[src/rtl/kbc_cmd_engine.sv]
module kbc_cmd_engine #(
  parameter logic [7:0] MODE_INIT  = 8'h03,
  parameter logic [7:0] STAT_INIT  = 8'h18,
  parameter logic [7:0] OPORT_INIT = 8'hCF
) (
  input  logic       clk,
  input  logic       rst_n,
  input  logic       host_wr,
  input  logic       host_addr,
  input  logic [7:0] host_wdata,
  output logic [7:0] status_o,
  output logic [7:0] mode_o,
  output logic [7:0] outport_o,
  output logic       a20_o,
  output logic       xlat_en_o,
  output logic       sys_reset_o,
  output logic       dev_tx_valid,
  output logic       dev_tx_aux,
  output logic [7:0] dev_tx_data,
  output logic       rx_valid,
  output logic       rx_aux,
  output logic [7:0] rx_data,
  input  logic       rx_ready
);
  logic [7:0] mode_q, stat_q, oport_q, tgt_q;
  logic       rep_v, rep_aux;
  logic [7:0] rep_d;

  wire cmd_wr   = host_wr & host_addr;
  wire dat_wr   = host_wr & ~host_addr;
  wire fold_rst = (host_wdata[7:4] == 4'hF) & ~host_wdata[0];
  wire is_latch = (host_wdata == 8'h60) | (host_wdata == 8'hD1) | (host_wdata == 8'hD2) |
                  (host_wdata == 8'hD3) | (host_wdata == 8'hD4);

  assign status_o  = stat_q;
  assign mode_o    = mode_q;
  assign outport_o = oport_q;
  assign a20_o     = oport_q[1];
  assign xlat_en_o = mode_q[6];

  always_comb begin
    rep_v   = 1'b0;
    rep_aux = 1'b0;
    rep_d   = 8'h00;
    if (cmd_wr) begin
      case (host_wdata)
        8'h20:        begin rep_v = 1'b1; rep_d = mode_q;  end
        8'hAA:        begin rep_v = 1'b1; rep_d = 8'h55;   end
        8'hA9, 8'hAB: begin rep_v = 1'b1; rep_d = 8'h00;   end
        8'hC0:        begin rep_v = 1'b1; rep_d = 8'h80;   end
        8'hD0:        begin rep_v = 1'b1; rep_d = oport_q; end
        default: ;
      endcase
    end else if (dat_wr) begin
      if (tgt_q == 8'hD2) begin rep_v = 1'b1; rep_d = host_wdata; end
      if (tgt_q == 8'hD3) begin rep_v = 1'b1; rep_aux = 1'b1; rep_d = host_wdata; end
    end
  end

  always_ff @(posedge clk) begin
    if (!rst_n) begin
      mode_q       <= MODE_INIT;
      stat_q       <= STAT_INIT;
      oport_q      <= OPORT_INIT;
      tgt_q        <= 8'h00;
      sys_reset_o  <= 1'b0;
      dev_tx_valid <= 1'b0;
      dev_tx_aux   <= 1'b0;
      dev_tx_data  <= 8'h00;
      rx_valid     <= 1'b0;
      rx_aux       <= 1'b0;
      rx_data      <= 8'h00;
    end else begin
      sys_reset_o  <= 1'b0;
      dev_tx_valid <= 1'b0;
      if (cmd_wr) begin
        if (is_latch) tgt_q <= host_wdata;
        case (host_wdata)
          8'hAA: stat_q[2]  <= 1'b1;
          8'hA7: mode_q[5]  <= 1'b1;
          8'hA8: mode_q[5]  <= 1'b0;
          8'hAD: mode_q[4]  <= 1'b1;
          8'hAE: mode_q[4]  <= 1'b0;
          8'hDD: oport_q[1] <= 1'b0;
          8'hDF: oport_q[1] <= 1'b1;
          default: ;
        endcase
        if (fold_rst) sys_reset_o <= 1'b1;
      end
      if (dat_wr) begin
        tgt_q <= 8'h00;
        case (tgt_q)
          8'h00: begin dev_tx_valid <= 1'b1; dev_tx_aux <= 1'b0; dev_tx_data <= host_wdata; end
          8'hD4: begin dev_tx_valid <= 1'b1; dev_tx_aux <= 1'b1; dev_tx_data <= host_wdata; end
          8'h60: mode_q <= host_wdata;
          8'hD1: begin oport_q <= host_wdata; sys_reset_o <= ~host_wdata[0]; end
          default: ;
        endcase
      end
      if (rep_v) begin
        rx_valid <= 1'b1;
        rx_aux   <= rep_aux;
        rx_data  <= rep_d;
      end else if (rx_ready) begin
        rx_valid <= 1'b0;
      end
    end
  end
endmodule

[config.mk]
export PLATFORM = sky130hd
export DESIGN_NAME = kbc_cmd_engine
export DESIGN_NICKNAME = d
export VERILOG_FILES = /design/src/rtl/kbc_cmd_engine.sv
export SDC_FILE = /design/constraint.sdc
export NUM_CORES = 1
export LEC_CHECK = 0
export ABC_CLOCK_PERIOD_IN_PS = 3190
export BUFFER_PORTS_ARGS = -buffer_cell sky130_fd_sc_hd__buf_2
export CAP_MARGIN = 20
export CORE_MARGIN = 4
export CORE_UTILIZATION = 53
export CTS_BUF_LIST = sky130_fd_sc_hd__clkbuf_4
export CTS_CLUSTER_SIZE = 24
export DETAILED_ROUTE_END_ITERATION = 10
export PLACE_DENSITY_LB_ADDON = 0.2
export SKIP_CTS_REPAIR_TIMING = 1
export SYNTH_ARGS = -nofsm -noshare
export SYNTH_HDL_FRONTEND = slang
export SYNTH_SLANG_ARGS = --single-unit
[constraint.sdc]
create_clock -name clk -period 3.19 [get_ports clk]
set_input_delay 0.957 -clock clk [delete_from_list [all_inputs] [get_ports clk]]
set_output_delay 0.957 -clock clk [all_outputs]
set_load 0.02 [all_outputs]
Word level (Yosys, flattened, before mapping). Index checks and enable logic that the tools add are counted.

Flip-flop bits (word level): 46. Input port bits: 13. Output and inout bits: 47.

Equal/unequal tests: 23. Mux-type cells: 30. Bitwise logic cells: 10. Reduce and logical (&&, ||, !) cells: 13.

Operators with widths (count): $eq A8 B8 Y1 const B (19); $mux W8 (4); $pmux W8 S4 (1); $eq A8 B7 Y1 const B (2); $mux W1 (16); $reduce_and A2 Y1 (7); $mux W6 (2); $eq A8 B6 Y1 const B (1); $logic_not A8 Y1 (1); $pmux W1 S2 (4); $mux W2 (3); $reduce_or A6 Y1 (1); $eq A4 B4 Y1 const B (1); $or A1 B1 Y1 (4); $reduce_bool A2 Y1 (2); $reduce_or A2 Y1 (2); $and A1 B1 Y1 (3); $not A1 Y1 (3).

Longest topological paths before layout. Gate-level depths: netlist of run 1.

Word-level depth: 6. Mapped depth: 6. Gate-level depth less buffers: 5.

Least setup slack after synthesis of run 1. Ideal clock, no wire load.

Path kind: in2reg. Start: input host_wdata[0]. End: register tgt_q[2]. Library setup time: 143 ps. Arrival time: 2684 ps. Data required time: 3047 ps. Slack: 363 ps. Stages on the path: 5. Buffers on the path: 0. Path through: or3_4 > or4b_4 > a2111oi_4 > mux2i_1 > nor2_1.

Cells in the longest elaborated chain, start to end: 6. Elaborated cells between the ends (all ways): 10. Classes of those cells: eq/ne (5); bitwise (4); reduce/logical (1).

Ends and longest elaborated chain: start, declared (RTL line 10) `input logic [7:0] host_wdata,`; $eq A8 B7 Y1 or $eq A8 B8 Y1 (tied branches) (RTL line 32) `wire is_latch = (host_wdata == 8'h60) | (host_wdata == 8'hD1) | (host_wdata == 8'hD2) |`; $or A1 B1 Y1 (3 in a row) (RTL line 32); $or A1 B1 Y1 (*) (RTL line 33) `(host_wdata == 8'hD3) | (host_wdata == 8'hD4);`; $reduce_and A2 Y1 (no line) (*); end signal, assigned (RTL line 77) `if (is_latch) tgt_q <= host_wdata;`; end, declared (RTL line 25) `logic [7:0] mode_q, stat_q, oport_q, tgt_q;`.

Every way passes the cells marked *; elsewhere a longest branch is shown, timed or not. A chain may end at the register's enable or synchronous reset.

Worst setup path after layout of run 1.
Start: input host_wdata[6]. End: register rx_data[2].

Cells in the longest elaborated chain, start to end: 4. Elaborated cells between the ends (all ways): 11. Classes of those cells: eq/ne (6); mux (4); reduce/logical (1).

Ends and longest elaborated chain: $eq A8 B8 Y1 or $eq A8 B6 Y1 (tied branches) (RTL line 46) `case (host_wdata)`; $reduce_or A6 Y1 (no line); $mux W1 (RTL line 46); $mux W1 (RTL line 45) `if (cmd_wr) begin`; end signal, assigned (RTL line 103) `rx_data <= rep_d;`; end, declared (RTL line 22) `output logic [7:0] rx_data,`.

Parallel ways exist; a longest one is shown, timed or not.

==> results.toml, run 1 <==
[die]
dieWidth_um = 71.0
core_area_um2 = 3740
start_util_pct = 56.2
io_pins = 60
die_h_um = 71.0
die_area_um2 = 5040
rows = 22

[synth]
synth_common_cells = "46 x dfxtp_1, 33 x nor2_1, 23 x mux2i_1"
ys_top_cells_by_area = "dfxtp_1 44%, mux2i_1 11%, nor2_1 5.9%"
synth_area_per_cell_um2 = 8.92
yosys_most_used_dff = "dfxtp_1"
async_reset_ff_share_pct = 0
synthDominantCellAreaShare_pct = 43.8
syn_area_um2 = 2100
synth_warnings = 0
synth-simple-area-share_pct = 23.5
synth_seq_cells = 46
synth_compound_gate_area_share_pct = 14.7
synth_fa_ha_area_share_pct = 0
synthDistinctLibCells = 44
synth_top_family_by_area = "simple AND/OR/NAND/NOR gates"
syn_inst = 236
synth_edf_count = 0
synth_most_common_cell = "dfxtp_1"
synth_seq_area_share_pct = 43.8
synthXorXnorAreaFrac_pct = 0
muxShareOfSynthArea_pct = 10.9
synth_top_area_cell = "dfxtp_1"

[sta]
whs_ps = 458
setup_violations = 0
rsz0062_at_grt = "no"
worst_pin_slew_ps = 904
min_period_ps = 2600
post-route-period-util_pct = 81.5
tns_ps = 0
final_max_slew_viol_count = 0
slew_headroom_pct = 39.7
finalClockSkew_ps = 5.84
final_hold_viol_count = 0
fmax_mhz = 385

[global_route]
grt_max_degree = 30
grt_pass1_wl_mm = 8.96
track_usage_pct = 22.4
grt_pass1_vias = 1757
antenna_found_initial = 0
grt_overflow = 0

[routing]
drt-total-wl_mm = 5.57
final_antenna_net_count = 0
route.detailed.drc = 0
wl_per_cell_um = 16.5
num_vias = 1982
drtPass1Iterations = 5
drtIter0Drc = 238
via_per_inst = 5.86

[critical_path]
cp.depth = 8
slowest_delay_ps = 490
path_buf_inv = 3
rrSetupSlack_ps = 1230
slowest_stage = "or3b_2"
cp_common_cell = "buf_4"
cp.arrival_ps = 2820
cp_data_required_time_ps = 3410
cp_max_fo = 9
crit_chain = "buf_2 -> or3b_2 -> buf_4 -> nor4b_1 -> nor4_2 -> buf_4 -> a222oi_1 -> nor2_1"
end_kind = "flop"
timing.rr.end = "outport_o[5]"
path_delay_family = "simple AND/OR/NAND/NOR gates"
cp-start-kind = "input port"
reg2reg_from = "tgt_q[3]"
path_class = "in2reg"
rr_worst_depth = 5

[pwr]
p_leak_nw = 1.11
peakVddDrop_mv = 0.268
p_per_area_nw_per_um2 = 409

[cells_and_area]
layout.cells.non_filler = 338
syn2layout_area_growth_pct = 18.6
antennaDiodeCount = 0
final_area_um2 = 2500
drive_above_1_share_pct = 27.6
nFillCells = 333
nets = 303

[clock_network]
cts.sinks = 46
path_clk_slew_ps = 130
cts_tree = "yes"
clk_path_buf_depth = 2
cts_max_level = 2
cts_buffers = 5
insertion_delay_ps = 350
ctsRootBufferMaster = "clkbuf_4"

[run_status]
outcome = "finished clean"

[worst_hold_path]
holdPathStages = 2
min-delay-start = "rx_data[6]"
min_to = "rx_data[6]"
worst_hold_path_type = "reg2reg"

[flow_run]
max_cap_violations = 0

[placement]
portBuffers = 52
dp_hpwl_mm = 3.89
gp_congestion = 0.927
dp_cells = 330
placed_cell_area_um2 = 2420
-- sequential cells by signal, indices dropped and copies added (netlist names) --
signal / count
dev_tx_data: 8
mode_o: 8
outport_o: 8
rx_data: 8
tgt_q: 8
dev_tx_aux: 1
dev_tx_valid: 1
rx_aux: 1
rx_valid: 1
status_o: 1
sys_reset_o: 1
-- tightest hold or removal path, stage by stage (launching register included) --
cell     delay [ps]
dfxtp_1         330
nand2_1          50
a21oi_1          50
-- area by class of cell --
cell class | instances | area, um2 | share of cell area, %
Clock buffer | 5 | 37.5 | 1.50
Clock inverter | 2 | 33.8 | 1.35
Inverter | 5 | 18.8 | 0.752
Multi-Input combinational cell | 166 | 1060 | 42.5
Sequential cell | 46 | 921 | 36.9
Tap cell | 48 | 60.1 | 2.41
Timing Repair Buffer | 66 | 365 | 14.6
-- worst max path at each step --
| stage | endpoint | start |
|---|---|---|
| after floorplan | tgt_q[2] | host_wdata[0] |
| after global placement | rx_data[0] | host_wdata[6] |
| after detailed placement | rx_data[2] | host_wdata[0] |
| after CTS | rx_data[2] | host_wdata[0] |
| after global routing | rx_data[0] | host_wdata[6] |
| final | rx_data[2] | host_wdata[6] |
-- report_power, final --
| part | switching [mW] | total, mW | internal, mW |
|---|---|---|---|
| clock network | 0.181 | 0.339 | 0.159 |
| logic | 0.0690 | 0.0993 | 0.0302 |
| registers | 0.00264 | 0.583 | 0.580 |
| total | 0.252 | 1.02 | 0.769 |
-- layer usage --
layer | vias to the layer above | global-route usage, % | share of wire (%)
met3 | 7 | 4.40 | 8.4
li1 | 950 | - | -
met4 | 0 | 6.89 | 1.3
met1 | 920 | 31.6 | 46
met2 | 105 | 34.4 | 44
met5 | - | 0 | 0
-- cell usage in the layout, fill, tap and decap left out, types with 2 or more instances in the layout --
cell type  count
nor3_1         8
clkbuf_4       5
nand4_1        7
nand3_1        6
nand2_1       19
o21ai_0        3
nor2b_1        2
dfxtp_1       46
nor3b_1        2
buf_2         52
nor2_1        33
or2_2          3
a31oi_1        3
buf_4         14
o31ai_1        2
a21oi_1       11
conb_1         7
a22oi_1        2
a222oi_1       6
inv_1          5
a221o_1        3
mux2i_1       23
o211ai_1       3
and4b_1        2
-- stage by stage --
| stage | worst slack [ps] | util (%) | power [mW] |
|---|---|---|---|
| after floorplan | 363 | - | 0.663 |
| after global placement | 151 | 64.6 | 0.694 |
| after detailed placement | 256 | 64.6 | 0.693 |
| after CTS | 650 | 66.5 | 1.02 |
| after global routing | 495 | 66.7 | 1.06 |
| final | 592 | 66.7 | 1.02 |
-- cell families after synthesis --
family                 Yosys count
AO/OA/AOI/OAI                   40
buffers and inverters           29
flip-flops                      46
multiplexers                    23
other                            2
AND/OR/NAND/NOR                 96
(Power assumes the default switching activity.)
==> run 2, diff against run 1 <==
--- a/config.mk
+++ b/config.mk
@@ -5,11 +5,12 @@
 export SDC_FILE = /design/constraint.sdc
 export NUM_CORES = 1
 export LEC_CHECK = 0
-export ABC_CLOCK_PERIOD_IN_PS = 3190
+export ABC_AREA = 1
+export ABC_CLOCK_PERIOD_IN_PS = 2450
 export BUFFER_PORTS_ARGS = -buffer_cell sky130_fd_sc_hd__buf_2
 export CAP_MARGIN = 20
 export CORE_MARGIN = 4
-export CORE_UTILIZATION = 53
+export CORE_UTILIZATION = 55
 export CTS_BUF_LIST = sky130_fd_sc_hd__clkbuf_4
 export CTS_CLUSTER_SIZE = 24
 export DETAILED_ROUTE_END_ITERATION = 10
==> constraint.sdc (replaced) <==
create_clock -name clk -period 2.45 [get_ports clk]
set_input_delay 0.735 -clock clk [delete_from_list [all_inputs] [get_ports clk]]
set_output_delay 0.735 -clock clk [all_outputs]
set_load 0.02 [all_outputs]
==> run 2 against run 1 <==
Net effect:
- sequential share of layout area decreased by 2.4 points
- clock power increased by 5%
- final area increased by 6.9%
- hold slack got worse by 6.3 ps
- sequential power increased by 31%
- global-route usage increased by 1.8 points
==> results.toml, run 2 <==
[worst_hold_path]
worst_hold_path_type = "reg2reg"
holdPathStages = 2

[flow_run]
max_cap_violations = 0

[synth]
synth_common_cells = "76 x nand2_1, 46 x dfxtp_1, 40 x a21oi_1"
synthDominantCellAreaShare_pct = 39.3
syn_area_um2 = 2340
async_reset_ff_share_pct = 0
synth_most_common_cell = "nand2_1"
synthDistinctLibCells = 29
synth_warnings = 0
yosys_most_used_dff = "dfxtp_1"
syn_inst = 341
synth_area_per_cell_um2 = 6.87
synth_seq_cells = 46
synth_edf_count = 0
ys_top_cells_by_area = "dfxtp_1 39%, nand2_1 12%, a21oi_1 8.5%"
synth_top_area_cell = "dfxtp_1"
synth_seq_area_share_pct = 39.3

[routing]
route.detailed.drc = 0
wl_per_cell_um = 13.8
final_antenna_net_count = 0
num_vias = 2390
via_per_inst = 5.41
drtIter0Drc = 197
drtPass1Iterations = 5
drt-total-wl_mm = 6.12

[global_route]
antenna_found_initial = 0
grt_max_degree = 27
grt_pass1_vias = 2129
grt_overflow = 0
track_usage_pct = 24.2
grt_pass1_wl_mm = 10.2

[sta]
final_hold_viol_count = 0
finalClockSkew_ps = 8.49
post-route-period-util_pct = 71.0
fmax_mhz = 575
setup_ws_ps = 710
tns_ps = 0
worst_pin_slew_ps = 600
rsz0062_at_grt = "no"
slew_headroom_pct = 59.8
final_max_slew_viol_count = 0
min_period_ps = 1740
setup_violations = 0

[cells_and_area]
layout.cells.non_filler = 442
register_area_um2 = 921
nFillCells = 403
antennaDiodeCount = 0
nets = 404
multi_input_area_um2 = 1170
final_util_pct = 65.7
drive_above_1_share_pct = 22.4
syn2layout_area_growth_pct = 13.8
final_cell_mix = "76 x nand2_1, 52 x buf_2, 46 x dfxtp_1"
mostFrequentLayoutCell = "nand2_1"

[clock_network]
cts_max_level = 2
cts_tree = "yes"
clk_path_buf_depth = 2
cts.sinks = 46
insertion_delay_ps = 360
cts_buffers = 5
ctsRootBufferMaster = "clkbuf_4"
path_clk_slew_ps = 130

[critical_path]
timing.rr.end = "dev_tx_data[3]"
cp_data_required_time_ps = 2700
cp.arrival_ps = 1990
reg2reg_from = "tgt_q[1]"
endpoint = "tgt_q[4]"
end_kind = "flop"
startpoint = "host_wdata[2]"
rrSetupSlack_ps = 910
path_class = "in2reg"
rr_worst_depth = 7
cp-start-kind = "input port"
cp_max_fo = 12

[pwr]
swShare_pct = 27.6
seqPwrFrac_pct = 60.4
power_frac_clock_pct = 28.1
combPwrFrac_pct = 11.5
p_per_area_nw_per_um2 = 474
switchingPower_mw = 0.349
p_leak_nw = 1.27
peakVddDrop_mv = 0.342
p_int_mw = 0.916

[die]
start_util_pct = 57.8
die_area_um2 = 5370
rows = 23
core_area_um2 = 4060
dieWidth_um = 73.3
die_h_um = 73.3
io_pins = 60

[placement]
place_ws_ps = 339
portBuffers = 52
gp_congestion = 0.964
dp_cells = 434
dp_hpwl_mm = 4.63

[run_status]
outcome = "finished clean"
-- run 2: per-layer routing --
metal	share of wire [%]	track usage, %
met4	1.6	8.81
met1	45	35.1
met3	8.3	3.42
met2	45	36.3
met5	0	0
-- run 2: cells by family after synthesis --
family                 share of synthesized area, %
buffers and inverters                          11.7
other                                         0.320
and+or+nand+nor                                30.4
DFF                                            39.3
AOI/OAI and AO/OA                              18.3
-- run 2: how the worst min path moves through the flow --
stage,start,endpoint,slack [ps]
floorplan,tgt_q[3],tgt_q[3],440
CTS,dev_tx_data[5],dev_tx_data[5],450
detailed placement,dev_tx_data[5],dev_tx_data[5],430
global route,dev_tx_data[1],dev_tx_data[1],470
finish,dev_tx_data[0],dev_tx_data[0],450
global placement,dev_tx_data[2],dev_tx_data[2],430
-- run 2: worst max-delay path: stages --
cell and delay (ps):
buf_2 150, nor2_2 190, nand2_4 100, inv_2 100
nand4_1 90, nand2_1 100, nand2_1 220, o21ai_1 240
a21oi_1 60
-- run 2: area by class of cell --
class	count	area share, %
multi-input combinational	238	43.8
sequential	46	34.5
timing repair buffer	58	11.4
inverter	42	5.91
tap	50	2.35
clock buffer	6	1.69
clock inverter	2	0.328
-- run 2: metrics by stage --
stage	area [um2]	hold WS [ps]	power (mW)
after floorplan	2360	443	0.883
after global placement	2610	428	0.923
after detailed placement	2610	434	0.925
after CTS	2670	452	1.28
after global routing	2670	465	1.33
final	2670	452	1.27
-- run 2: power groups by stage --
stage	clock, mW	combinational (mW)	sequential, mW
3_5_place_dp	0	0.144	0.781
2_1_floorplan	0	0.0886	0.794
4_1_cts	0.367	0.144	0.764
5_1_grt	0.403	0.160	0.766
3_3_place_gp	0	0.143	0.780
6_report	0.356	0.145	0.764
